### config.mk
export PLATFORM = sky130hd
export DESIGN_NAME = bcd_calendar
export DESIGN_NICKNAME = d
export VERILOG_FILES = /design/src/rtl/cal_pkg.sv /design/src/rtl/cal_bcd_field.sv /design/src/rtl/cal_dow.sv /design/src/rtl/cal_month_len.sv /design/src/rtl/bcd_calendar.sv
export SDC_FILE = /design/constraint.sdc
export NUM_CORES = 1
export LEC_CHECK = 0
export ABC_CLOCK_PERIOD_IN_PS = 2900
export BUFFER_PORTS_ARGS = -buffer_cell sky130_fd_sc_hd__clkbuf_2
export CAP_MARGIN = 20
export CORE_MARGIN = 4
export CORE_UTILIZATION = 40
export DETAILED_ROUTE_END_ITERATION = 6
export PLACE_DENSITY = 0.75
export SLEW_MARGIN = 15
export SYNTH_ARGS = -nofsm -noshare
export SYNTH_HDL_FRONTEND = slang
export SYNTH_SLANG_ARGS = --single-unit
### constraint.sdc
create_clock -name clk -period 2.9 [get_ports clk]
set_clock_uncertainty 0.2 [all_clocks]
set_input_delay 0.145 -clock clk [delete_from_list [all_inputs] [get_ports clk]]
set_output_delay 0.145 -clock clk [all_outputs]
set_load 0.05 [all_outputs]
### src/rtl/cal_pkg.sv
package cal_pkg;
  localparam int BCD_W = 8;

  // Add one to a two-digit packed BCD value.
  function automatic logic [BCD_W-1:0] bcd_step(input logic [BCD_W-1:0] v);
    if (v[3:0] == 4'd9) return {v[7:4] + 4'd1, 4'd0};
    else                return {v[7:4], v[3:0] + 4'd1};
  endfunction

  // Two-digit BCD year divisible by four.
  function automatic logic bcd_leap(input logic [BCD_W-1:0] y);
    if (y[4]) return (y[3:0] == 4'd2) || (y[3:0] == 4'd6);
    else      return (y[3:0] == 4'd0) || (y[3:0] == 4'd4) || (y[3:0] == 4'd8);
  endfunction
endpackage

### src/rtl/cal_bcd_field.sv
module cal_bcd_field
  import cal_pkg::*;
#(
  parameter logic [BCD_W-1:0] RST_VAL = '0
) (
  input  logic             clk,
  input  logic             rst_n,
  input  logic             load_i,
  input  logic [BCD_W-1:0] load_val_i,
  input  logic             inc_i,
  input  logic [BCD_W-1:0] lo_i,
  input  logic [BCD_W-1:0] hi_i,
  output logic [BCD_W-1:0] q_o,
  output logic             carry_o
);
  logic at_top;
  assign at_top  = (q_o == hi_i);
  assign carry_o = inc_i && at_top;

  always_ff @(posedge clk or negedge rst_n) begin
    if (!rst_n)      q_o <= RST_VAL;
    else if (load_i) q_o <= load_val_i;
    else if (inc_i)  q_o <= at_top ? lo_i : bcd_step(q_o);
  end

  // a field at its top value returns to its bottom value
  p_field_wrap_r8: assert property (@(posedge clk) disable iff (!rst_n)
    (inc_i && !load_i && q_o == hi_i) |=> (q_o == $past(lo_i)));

  // no increment and no load keeps the field
  p_field_hold_r10: assert property (@(posedge clk) disable iff (!rst_n)
    (!inc_i && !load_i) |=> $stable(q_o));
endmodule

### src/rtl/cal_dow.sv
module cal_dow #(
  parameter int DAYS = 7,
  localparam int W = $clog2(DAYS + 1)
) (
  input  logic         clk,
  input  logic         rst_n,
  input  logic         load_i,
  input  logic [W-1:0] load_val_i,
  input  logic         inc_i,
  output logic [W-1:0] q_o
);
  localparam logic [W-1:0] LAST = W'(DAYS);

  always_ff @(posedge clk or negedge rst_n) begin
    if (!rst_n)      q_o <= W'(1);
    else if (load_i) q_o <= load_val_i;
    else if (inc_i)  q_o <= (q_o == LAST) ? W'(1) : q_o + W'(1);
  end

  // last day of week wraps to the first
  p_dow_wrap_r5: assert property (@(posedge clk) disable iff (!rst_n)
    (inc_i && !load_i && q_o == LAST) |=> (q_o == W'(1)));
endmodule

### src/rtl/cal_month_len.sv
module cal_month_len
  import cal_pkg::*;
(
  input  logic [BCD_W-1:0] mon_i,
  input  logic [BCD_W-1:0] year_i,
  output logic [BCD_W-1:0] last_o
);
  always_comb begin
    unique case (mon_i)
      8'h02:                      last_o = bcd_leap(year_i) ? 8'h29 : 8'h28;
      8'h04, 8'h06, 8'h09, 8'h11: last_o = 8'h30;
      default:                    last_o = 8'h31;
    endcase
  end
endmodule

### src/rtl/bcd_calendar.sv
module bcd_calendar
  import cal_pkg::*;
(
  input  logic       clk,
  input  logic       rst_n,
  input  logic       tick_i,
  input  logic       stop_i,
  input  logic       load_i,
  input  logic [7:0] ld_sec_i,
  input  logic [7:0] ld_min_i,
  input  logic [7:0] ld_hour_i,
  input  logic [2:0] ld_dow_i,
  input  logic [7:0] ld_date_i,
  input  logic [7:0] ld_mon_i,
  input  logic [7:0] ld_year_i,
  output logic [7:0] sec_o,
  output logic [7:0] min_o,
  output logic [7:0] hour_o,
  output logic [2:0] dow_o,
  output logic [7:0] date_o,
  output logic [7:0] mon_o,
  output logic [7:0] year_o
);
  logic adv;
  logic c_sec, c_min, c_hour, c_date, c_mon, c_year;
  logic [BCD_W-1:0] last_date;

  // load wins, stop blocks ticks
  assign adv = tick_i && !stop_i && !load_i;

  cal_bcd_field #(.RST_VAL(8'h00)) u_sec (
    .clk, .rst_n, .load_i, .load_val_i(ld_sec_i), .inc_i(adv),
    .lo_i(8'h00), .hi_i(8'h59), .q_o(sec_o), .carry_o(c_sec));

  cal_bcd_field #(.RST_VAL(8'h00)) u_min (
    .clk, .rst_n, .load_i, .load_val_i(ld_min_i), .inc_i(c_sec),
    .lo_i(8'h00), .hi_i(8'h59), .q_o(min_o), .carry_o(c_min));

  cal_bcd_field #(.RST_VAL(8'h00)) u_hour (
    .clk, .rst_n, .load_i, .load_val_i(ld_hour_i), .inc_i(c_min),
    .lo_i(8'h00), .hi_i(8'h23), .q_o(hour_o), .carry_o(c_hour));

  cal_dow #(.DAYS(7)) u_dow (
    .clk, .rst_n, .load_i, .load_val_i(ld_dow_i), .inc_i(c_hour), .q_o(dow_o));

  cal_month_len u_len (.mon_i(mon_o), .year_i(year_o), .last_o(last_date));

  cal_bcd_field #(.RST_VAL(8'h01)) u_date (
    .clk, .rst_n, .load_i, .load_val_i(ld_date_i), .inc_i(c_hour),
    .lo_i(8'h01), .hi_i(last_date), .q_o(date_o), .carry_o(c_date));

  cal_bcd_field #(.RST_VAL(8'h01)) u_mon (
    .clk, .rst_n, .load_i, .load_val_i(ld_mon_i), .inc_i(c_date),
    .lo_i(8'h01), .hi_i(8'h12), .q_o(mon_o), .carry_o(c_mon));

  cal_bcd_field #(.RST_VAL(8'h00)) u_year (
    .clk, .rst_n, .load_i, .load_val_i(ld_year_i), .inc_i(c_mon),
    .lo_i(8'h00), .hi_i(8'h99), .q_o(year_o), .carry_o(c_year));

  // a load places every field in the next cycle
  p_load_all_r9: assert property (@(posedge clk) disable iff (!rst_n)
    load_i |=> (sec_o == $past(ld_sec_i) && min_o == $past(ld_min_i) &&
                hour_o == $past(ld_hour_i) && dow_o == $past(ld_dow_i) &&
                date_o == $past(ld_date_i) && mon_o == $past(ld_mon_i) &&
                year_o == $past(ld_year_i)));

  // stop without load freezes everything
  p_stop_hold_r10: assert property (@(posedge clk) disable iff (!rst_n)
    (stop_i && !load_i) |=> ($stable(sec_o) && $stable(min_o) && $stable(hour_o) &&
                             $stable(dow_o) && $stable(date_o) && $stable(mon_o) &&
                             $stable(year_o)));

  // midnight clears the time and steps the day of week
  p_midnight_r4: assert property (@(posedge clk) disable iff (!rst_n)
    (adv && sec_o == 8'h59 && min_o == 8'h59 && hour_o == 8'h23 && dow_o == 3'd3)
    |=> (sec_o == 8'h00 && min_o == 8'h00 && hour_o == 8'h00 && dow_o == 3'd4));

  // New Year rollover of a valid year 99
  p_year_wrap_r8: assert property (@(posedge clk) disable iff (!rst_n)
    (c_mon && year_o == 8'h99) |=> (year_o == 8'h00 && !c_year));
endmodule

==> impl_metrics.py, run 1 <==
metrics = {
    "worst_setup_path": {
        "r2r_cells": 8,
        "cp-endpoint": "u_year.q_o[6]",
        "worstPathArrival_ns": 2.91,
        "crit_top_cell": "o211ai_1",
        "r2r-end": "u_year.q_o[6]",
        "required_ns": 2.88,
        "crit_start": "u_mon.q_o[6]",
        "end_kind": "flop",
        "cp_num_buf_inv": 0,
        "slowest_stage": "or4_4",
        "critical-path-top-delay-family": "simple AND/OR/NAND/NOR gates",
        "critPathKind": "flop to flop",
        "rr_startpoint": "u_mon.q_o[6]",
        "max_stage_delay_ns": 0.57,
        "cp-start-kind": "flop",
        "cp.depth": 8,
        "critical_path.cell_chain": "nor4b_4, nand3_2, mux2i_2, or4b_4, and2_4, or4_4, o211ai_1, o211ai_1",
        "cp_max_fo": 7,
        "r2r_slack_ns": -0.02,
    },
    "timing": {
        "worst_pin_slew_ns": 0.697,
        "slew_violations": 0,
        "min_period_ns": 2.92,
        "tns_ns": -0.0456,
        "timing.fmax_mhz": 342,
        "post-route-period-util": 1.01,
        "whs_ns": 0.0976,
        "rsz0062_at_grt": "true",
        "setup_violations": 3,
        "max_slew_margin": 0.531,
        "setup_ws_ns": -0.0235,
        "hold_violations": 0,
    },
    "yosys": {
        "synth-edff-count": 0,
        "syn_nets": 480,
        "synth_area_leader_cell": "dfrtp_1",
        "ys_types": 50,
        "yosysTopAreaCellShare": 0.356,
        "synth_flop_cell": "dfrtp_1",
        "synth_cells": 404,
        "yosysMostFrequentCell": "nand2_1",
        "ys_seq_elements": 51,
        "avgSynthCellArea_um2": 8.36,
        "yosys-top-cells-area": "dfrtp_1 36%, ha_1 7.4%, o21ai_0 7.0%",
        "synth_area_um2": 3380,
        "async_reset_ff_frac": 1.00,
        "yosysWarnings": 0,
        "synthTopCellsByCount": "53 x nand2_1, 48 x dfrtp_1, 47 x o21ai_0",
        "yosysSeqAreaShare": 0.379,
    },
    "place": {
        "dp_worst_setup_slack_ns": -0.0147,
        "gp_congestion": 0.868,
        "dp_hpwl_um": 7330,
        "placed_cells": 622,
        "portBuffers": 106,
    },
    "detailed_routing": {
        "drtPass1Iterations": 5,
        "ant_nets": 0,
        "wire_per_inst_um": 15.0,
        "drcViolationCount": 0,
        "drt_iter0_markers": 146,
        "wl_um": 10300,
        "vias": 3680,
        "via_per_inst": 5.34,
    },
    "clock_network": {
        "clk_latency_ns": 0.31,
        "cts_root_buf": "clkbuf_8",
        "cts_buffers": 5,
        "cts_tree": "yes",
        "clk_pin_slew_ns": 0.10,
        "clk_path_buf_depth": 2,
        "clock_sinks": 51,
        "h-tree-depth": 2,
    },
    "finish": {
        "final_nets": 659,
        "num_antenna_cells": 0,
        "seqCellArea_um2": 1290,
        "fin_util": 0.590,
        "multiInputGateArea_um2": 1990,
        "fillers": 708,
        "syn_to_final_growth_pct": 43.6,
        "final_layout_size_suffix_gt1_frac": 0.295,
        "finalNonFillerCells": 689,
    },
    "die": {
        "core-area_um2": 8220,
        "num_rows": 33,
        "ioPinCount": 107,
        "die_x_um": 99.9,
        "die_h_um": 99.9,
        "start_util": 0.411,
        "dieArea_um2": 9970,
    },
    "run": {
        "maxCapViolCount": 0,
    },
    "grt": {
        "grt_antenna_before_repair": 0,
        "grt_pass1_wl_um": 16900,
        "grt_overflow": 0,
        "grt_start_max_net_pins": 51,
        "track_usage": 0.206,
        "grt_pass1_vias": 3631,
    },
    "status": {
        "outcome": "finished, violations left",
        "violations": "negative setup slack",
    },
    "power_and_ir_drop": {
        "p_per_area_nw_per_um2": 430,
        "ir_drop_v": 0.000316,
        "leakage_nw": 2.25,
    },
    "worst_hold_path": {
        "hold_path.class": "input pin to flop",
        "holdPathStages": 4,
    },
}
[worst reg2reg max path, stage by stage, from the launching register on]
cell and delay [ns]:
dfrtp_2 0.43, nor4b_4 0.32, nand3_2 0.13, mux2i_2 0.21, or4b_4 0.49, and2_4 0.16, or4_4 0.57, o211ai_1 0.20
o211ai_1 0.10
[power breakdown]
| part | switching, W | total, W | internal, W |
|---|---|---|---|
| sequential | 0.0000961 | 0.000883 | 0.000787 |
| combinational | 0.000506 | 0.000780 | 0.000273 |
| clock | 0.000249 | 0.000419 | 0.000170 |
[logic make-up after synthesis]
logic type	synth area share
buf+inv	0.0430
mux	0.0330
xor+xnor	0.0156
flops	0.379
compound gates	0.196
fa+ha+maj	0.0741
simple gates	0.259
[repair_timing]
action	CTS	global route
buffers inserted	3	4
endpoints found under the setup margin	4	10
hold buffers	52	0
pin swaps	1	6
endpoints found under the hold margin	71	0
resized for setup	0	10
[metrics by stage]
step | power, W | area [um2]
finish | 0.00208 | 4850
floorplan | 0.00136 | 3400
global placement | 0.00158 | 4160
detailed placement | 0.00160 | 4160
CTS | 0.00207 | 4780
global route | 0.00220 | 4850
[how the worst min path moves through the flow]
stage | slack (ns) | end | start
floorplan | -0.35 | u_date.q_o[1] | rst_n
global placement | -0.1 | u_sec.q_o[3] | rst_n
detailed placement | -0.09 | u_sec.q_o[3] | rst_n
CTS | 0.08 | u_sec.q_o[0] | stop_i
global route | 0.12 | u_sec.q_o[0] | stop_i
finish | 0.1 | u_sec.q_o[0] | stop_i
[cell usage in the layout, fill, tap and decap left out, types with 16 or more instances in the layout]
| cell | instances |
|---|---|
| nand2_1 | 52 |
| a21oi_1 | 19 |
| dlygate4sd3_1 | 52 |
| buf_4 | 32 |
| dfrtp_1 | 42 |
| clkbuf_2 | 106 |
| inv_1 | 16 |
| ha_1 | 20 |
| o21ai_0 | 47 |
| nor2_1 | 33 |
| nand3_1 | 20 |
[cell type report]
| cell class | count | share of cell area |
|---|---|---|
| Clock buffer | 6 | 0.0150 |
| Clock inverter | 2 | 0.00258 |
| Inverter | 16 | 0.0124 |
| Multi-Input combinational cell | 319 | 0.411 |
| Sequential cell | 51 | 0.266 |
| Tap cell | 105 | 0.0271 |
| Timing Repair Buffer | 190 | 0.266 |
[routing by layer]
layer,track usage,share of wire
met1,0.254,0.42
met2,0.374,0.51
met3,0.0396,0.063
met4,0.0431,0.011
met5,0,0
[state kept, by name (all words and copies together) (netlist names)]
signal,flops
u_year.q_o,8
u_sec.q_o,8
u_mon.q_o,8
u_hour.q_o,8
u_date.q_o,8
u_min.q_o,8
u_dow.q_o,3
Note: power is estimated with default switching activity, not from simulation.
==> inputs of run 2 (changes only) <==
- CTS_BUF_LIST: not set -> sky130_fd_sc_hd__clkbuf_4 sky130_fd_sc_hd__clkbuf_8 sky130_fd_sc_hd__clkbuf_16
==> run 2 against run 1 <==
Effect of this change: power grew 0.46%; the run still ends with negative setup slack left; die area stayed put; combinational power is essentially flat; first-iteration DRC count is 6.2% lower; utilization hardly changed; register-to-register slack about the same.
==> impl_metrics.py, run 2 (synthesis gave the netlist of run 1 again) <==
metrics = {
    "detailed_routing": {
        "wire_per_inst_um": 14.9,
        "wl_um": 10300,
        "ant_nets": 0,
        "met2_length_um": 5220,
        "vias": 3668,
        "drtPass1Iterations": 5,
        "top_layer_used": "met4",
        "drcViolationCount": 0,
        "route.layer.met1.wl_um": 4320,
        "drt_iter0_markers": 137,
        "met3_length_um": 622,
        "via_per_inst": 5.32,
    },
    "power_and_ir_drop": {
        "internal_power_w": 0.00124,
        "combPwrFrac": 0.373,
        "p_clk_frac": 0.205,
        "leakage_nw": 2.26,
        "seqPwrFrac": 0.422,
        "switching_share": 0.407,
        "p_sw_w": 0.000852,
        "ir_drop_v": 0.000224,
        "p_per_area_nw_per_um2": 431,
        "power_w": 0.00209,
    },
    "grt": {
        "grt_antenna_before_repair": 0,
        "grt_overflow": 0,
        "grt_pass1_vias": 3618,
        "grt_pass1_wl_um": 16900,
        "track_usage": 0.206,
        "grt_start_max_net_pins": 51,
    },
    "worst_hold_path": {
        "hp-start": "stop_i",
        "worstHoldEndpoint": "u_sec.q_o[0]",
        "hold_path.class": "input pin to flop",
        "holdPathStages": 4,
    },
    "clock_network": {
        "clk_path_buf_depth": 2,
        "clk_latency_ns": 0.31,
        "cts_root_buf": "clkbuf_8",
        "cts_tree": "yes",
        "h-tree-depth": 2,
        "clock_sinks": 51,
        "cts_buffers": 5,
        "clk_pin_slew_ns": 0.11,
    },
    "worst_setup_path": {
        "required_ns": 2.88,
        "max_stage_delay_ns": 0.57,
        "crit_start": "u_mon.q_o[6]",
        "critical-path-top-delay-family": "simple AND/OR/NAND/NOR gates",
        "end_kind": "flop",
        "slowest_stage": "or4_4",
        "cp_num_buf_inv": 0,
        "r2r_slack_ns": -0.02,
        "critPathKind": "flop to flop",
        "worstPathArrival_ns": 2.91,
        "cp-start-kind": "flop",
        "r2r-end": "u_year.q_o[6]",
        "rr_startpoint": "u_mon.q_o[6]",
        "r2r_cells": 8,
        "cp_max_fo": 7,
        "crit_top_cell": "o211ai_1",
        "critical_path.cell_chain": "nor4b_4, nand3_2, mux2i_2, or4b_4, and2_4, or4_4, o211ai_1, o211ai_1",
    },
    "place": {
        "gp_congestion": 0.868,
        "portBuffers": 106,
        "dp_hpwl_um": 7330,
    },
    "timing": {
        "hold_violations": 0,
        "whs_ns": 0.0889,
        "slew_violations": 0,
        "setup_violations": 3,
        "rsz0062_at_grt": "true",
        "worst_pin_slew_ns": 0.683,
        "max_slew_margin": 0.540,
        "post-route-period-util": 1.01,
        "setup_ws_ns": -0.0228,
        "min_period_ns": 2.92,
        "timing.fmax_mhz": 342,
    },
    "die": {
        "die_h_um": 99.9,
        "num_rows": 33,
        "die_x_um": 99.9,
        "core-area_um2": 8220,
        "start_util": 0.411,
        "dieArea_um2": 9970,
        "ioPinCount": 107,
    },
    "finish": {
        "final_layout_size_suffix_gt1_frac": 0.296,
        "num_antenna_cells": 0,
        "final_nets": 659,
        "layout_commonest_cell": "clkbuf_2",
        "mostFrequentLayoutCells": "106 x clkbuf_2, 52 x nand2_1, 52 x dlygate4sd3_1",
        "syn_to_final_growth_pct": 43.7,
        "fin_util": 0.590,
        "fillers": 709,
    },
    "status": {
        "outcome": "finished, violations left",
        "violations": "negative setup slack",
    },
    "run": {
        "maxCapViolCount": 0,
    },
}
## run 2: changes by cell type in the layout (fill, tap and decap cells not counted)
| cell | previous run | this run |
|---|---|---|
| clkbuf_1 | 1 | 0 |
| clkbuf_4 | 0 | 1 |
## run 2: layer usage
layer,vias up,GRT usage
met2,122,0.374
li1,1804,-
met5,-,0
met4,0,0.0431
met3,13,0.0396
met1,1729,0.254
## run 2: how the worst max path moves through the flow
stage               endpoint  slack (ns)  cells after the start
3_3_place_gp   u_year.q_o[5]        0.06                      7
2_1_floorplan  u_year.q_o[5]       -0.24                     10
4_1_cts        u_year.q_o[5]       0.003                      7
6_report       u_year.q_o[6]       -0.02                      8
3_5_place_dp   u_year.q_o[5]       -0.01                      7
5_1_grt        u_year.q_o[6]       -0.15                      8
## run 2: cell type report
class	instances	area [um2]	area share
clock inverter	2	12.5	0.00258
multi-input combinational	319	1990	0.410
timing repair buffer	190	1290	0.266
sequential	51	1290	0.265
tap	105	131	0.0271
inverter	16	60.1	0.0124
clock buffer	6	76.3	0.0157
## run 2: power by group through the flow
stage,Sequential [W],Clock [W],Combinational (W)
floorplan,0.00114,0,0.000222
global placement,0.000888,0,0.000690
detailed placement,0.000894,0,0.000702
CTS,0.000880,0.000434,0.000765
global route,0.000895,0.000471,0.000842
finish,0.000883,0.000429,0.000779
## run 2: what timing repair did
item | CTS | global route
pin swaps | 1 | 6
setup buffers | 3 | 4
hold buffers | 52 | 0
endpoints found under the setup margin | 4 | 10
hold endpoints to repair | 71 | 0
gates resized for setup | 0 | 10
## run 2: worst reg2reg max path, cell delays in order, from the launching register on
cell	delay (ns)
dfrtp_2	0.43
nor4b_4	0.32
nand3_2	0.13
mux2i_2	0.21
or4b_4	0.49
and2_4	0.16
or4_4	0.57
o211ai_1	0.20
o211ai_1	0.10
## run 2: per-stage QoR
| stage | instances | setup slack [ns] | setup TNS [ns] | area (um2) |
|---|---|---|---|---|
| 6_report | 689 | -0.0228 | -0.0444 | 4850 |
| 2_1_floorplan | 404 | -0.236 | -0.753 | 3400 |
| 3_5_place_dp | 622 | -0.0147 | -0.0183 | 4160 |
| 3_3_place_gp | 622 | 0.0574 | 0 | 4160 |
| 5_1_grt | 689 | -0.145 | -0.355 | 4850 |
| 4_1_cts | 685 | 0.00325 | 0 | 4790 |
==> inputs of run 3 (changes only) <==
- SETUP_SLACK_MARGIN: not set -> 0.15
==> run 3 against run 2 <==
Effect of this change: the flow still finishes with violations (negative setup slack); power is 2.3% higher; register-to-register slack better by 0.02 ns; first-iteration DRC count is 12% lower; critical path depth is 1 lower; flip-flop and latch count stayed put; clock power is 5.8% higher; combinational power is 3.7% higher; wire length is 3.0% higher; cell area is 3.6% higher; maximum frequency is 0.57% higher; critical path type unchanged; highest routed layer unchanged.
==> impl_metrics.py, run 3 (synthesis gave the netlist of run 1 again) <==
metrics = {
    "status": {
        "outcome": "finished, violations left",
        "violations": "negative setup slack",
    },
    "power_and_ir_drop": {
        "leakage_nw": 2.35,
        "power_w": 0.00214,
        "ir_drop_v": 0.000243,
        "p_per_area_nw_per_um2": 426,
    },
    "detailed_routing": {
        "drt_iter0_markers": 121,
        "wl_um": 10600,
        "vias": 3775,
        "drtPass1Iterations": 4,
        "ant_nets": 0,
        "via_per_inst": 5.42,
        "wire_per_inst_um": 15.2,
        "drcViolationCount": 0,
    },
    "clock_network": {
        "clk_path_buf_depth": 2,
        "cts_tree": "yes",
        "cts_buffers": 5,
        "clock_sinks": 51,
        "cts_root_buf": "clkbuf_8",
        "clk_latency_ns": 0.32,
        "clk_pin_slew_ns": 0.11,
        "h-tree-depth": 2,
    },
    "timing": {
        "setup_violations": 2,
        "worst_pin_slew_ns": 0.697,
        "setup_ws_ns": -0.00615,
        "whs_ns": 0.117,
        "min_period_ns": 2.91,
        "timing.fmax_mhz": 344,
        "hold_violations": 0,
        "slew_violations": 0,
        "rsz0062_at_grt": "true",
        "post-route-period-util": 1.00,
        "max_slew_margin": 0.536,
    },
    "place": {
        "dp_worst_setup_slack_ns": -0.00371,
        "portBuffers": 106,
        "gp_congestion": 0.892,
        "placed_cells": 628,
        "dp_hpwl_um": 7480,
    },
    "worst_hold_path": {
        "hold_path.class": "input pin to flop",
    },
    "run": {
        "maxCapViolCount": 0,
    },
    "worst_setup_path": {
        "cp-start-kind": "flop",
        "worstPathArrival_ns": 2.90,
        "end_kind": "flop",
        "critPathKind": "flop to flop",
        "required_ns": 2.90,
        "cp_max_fo": 7,
    },
    "grt": {
        "grt_pass1_wl_um": 17700,
        "track_usage": 0.215,
        "grt_antenna_before_repair": 0,
        "grt_pass1_vias": 3807,
        "grt_start_max_net_pins": 32,
        "grt_overflow": 0,
    },
    "die": {
        "ioPinCount": 107,
        "dieArea_um2": 9970,
        "num_rows": 33,
        "die_h_um": 99.9,
        "die_x_um": 99.9,
        "start_util": 0.411,
        "core-area_um2": 8220,
    },
    "finish": {
        "layout_commonest_cell": "clkbuf_2",
        "num_antenna_cells": 0,
        "finalNonFillerCells": 697,
        "syn_to_final_growth_pct": 48.9,
        "final_nets": 667,
        "final_layout_size_suffix_gt1_frac": 0.329,
        "fin_util": 0.612,
        "mostFrequentLayoutCells": "106 x clkbuf_2, 52 x nand2_1, 52 x dlygate4sd3_1",
        "fillers": 691,
    },
}
## run 3: cell count changes in the layout (fill, tap and decap cells not counted), sizes merged
cell  previous run  this run
buf             32        40
## run 3: metal layers
| metal | up-vias | GRT usage | share of wire |
|---|---|---|---|
| li1 | 1824 | - | - |
| met1 | 1819 | 0.255 | 0.40 |
| met2 | 120 | 0.402 | 0.53 |
| met3 | 12 | 0.0389 | 0.058 |
| met4 | 0 | 0.0483 | 0.0090 |
| met5 | - | 0 | 0 |
## run 3: worst paths after layout
check	from	to	slack, ns	cells past startpoint
worst max-delay path	u_mon.q_o[6]	u_year.q_o[7]	-0.006	7
worst max register to register	u_mon.q_o[6]	u_year.q_o[7]	-0.006	7
worst min-delay path	stop_i	u_sec.q_o[0]	0.12	5
min in group asynchronous	rst_n	u_min.q_o[4]	0.19	2
worst min register to register	u_sec.q_o[4]	u_sec.q_o[4]	0.36	1
max in group asynchronous	rst_n	u_mon.q_o[5]	1.68	3
## run 3: report_power, final
group          internal (W)  switching, W  total [W]
Combinational      0.000287      0.000522   0.000808
Clock              0.000196      0.000259   0.000454
Sequential         0.000788     0.0000893   0.000878
Total               0.00127      0.000870    0.00214
## run 3: cell type report
class                   instances  area [um2]  area share
multi-input cells             319        2070       0.412
repair buffers                198        1370       0.273
flip-flops and latches         51        1290       0.257
well taps                     105         131      0.0261
clock buffers                   6        82.6      0.0164
inverters                      16        60.1      0.0120
clock inverters                 2        16.3     0.00324
## run 3: stage by stage
stage / TNS [ns] / cell area, um2
floorplan: -0.753 / 3420
global placement: 0 / 4230
detailed placement: -0.00371 / 4230
CTS: 0 / 4900
global route: -0.369 / 5020
finish: -0.0104 / 5020
## run 3: critical path, stage by stage, from the launching register on
cell and delay [ns]:
dfrtp_2 0.44, nor4b_4 0.31, nand3_2 0.14, mux2i_2 0.22, or4b_4 0.50, and2_4 0.16, or4_4 0.53, a311o_1 0.29
## run 3: timing repair
action	CTS	global route
buffers inserted	5	4
setup endpoints to repair	8	19
hold buffers	52	0
resized for setup	5	26
hold endpoints to repair	72	0
pin swaps	5	11
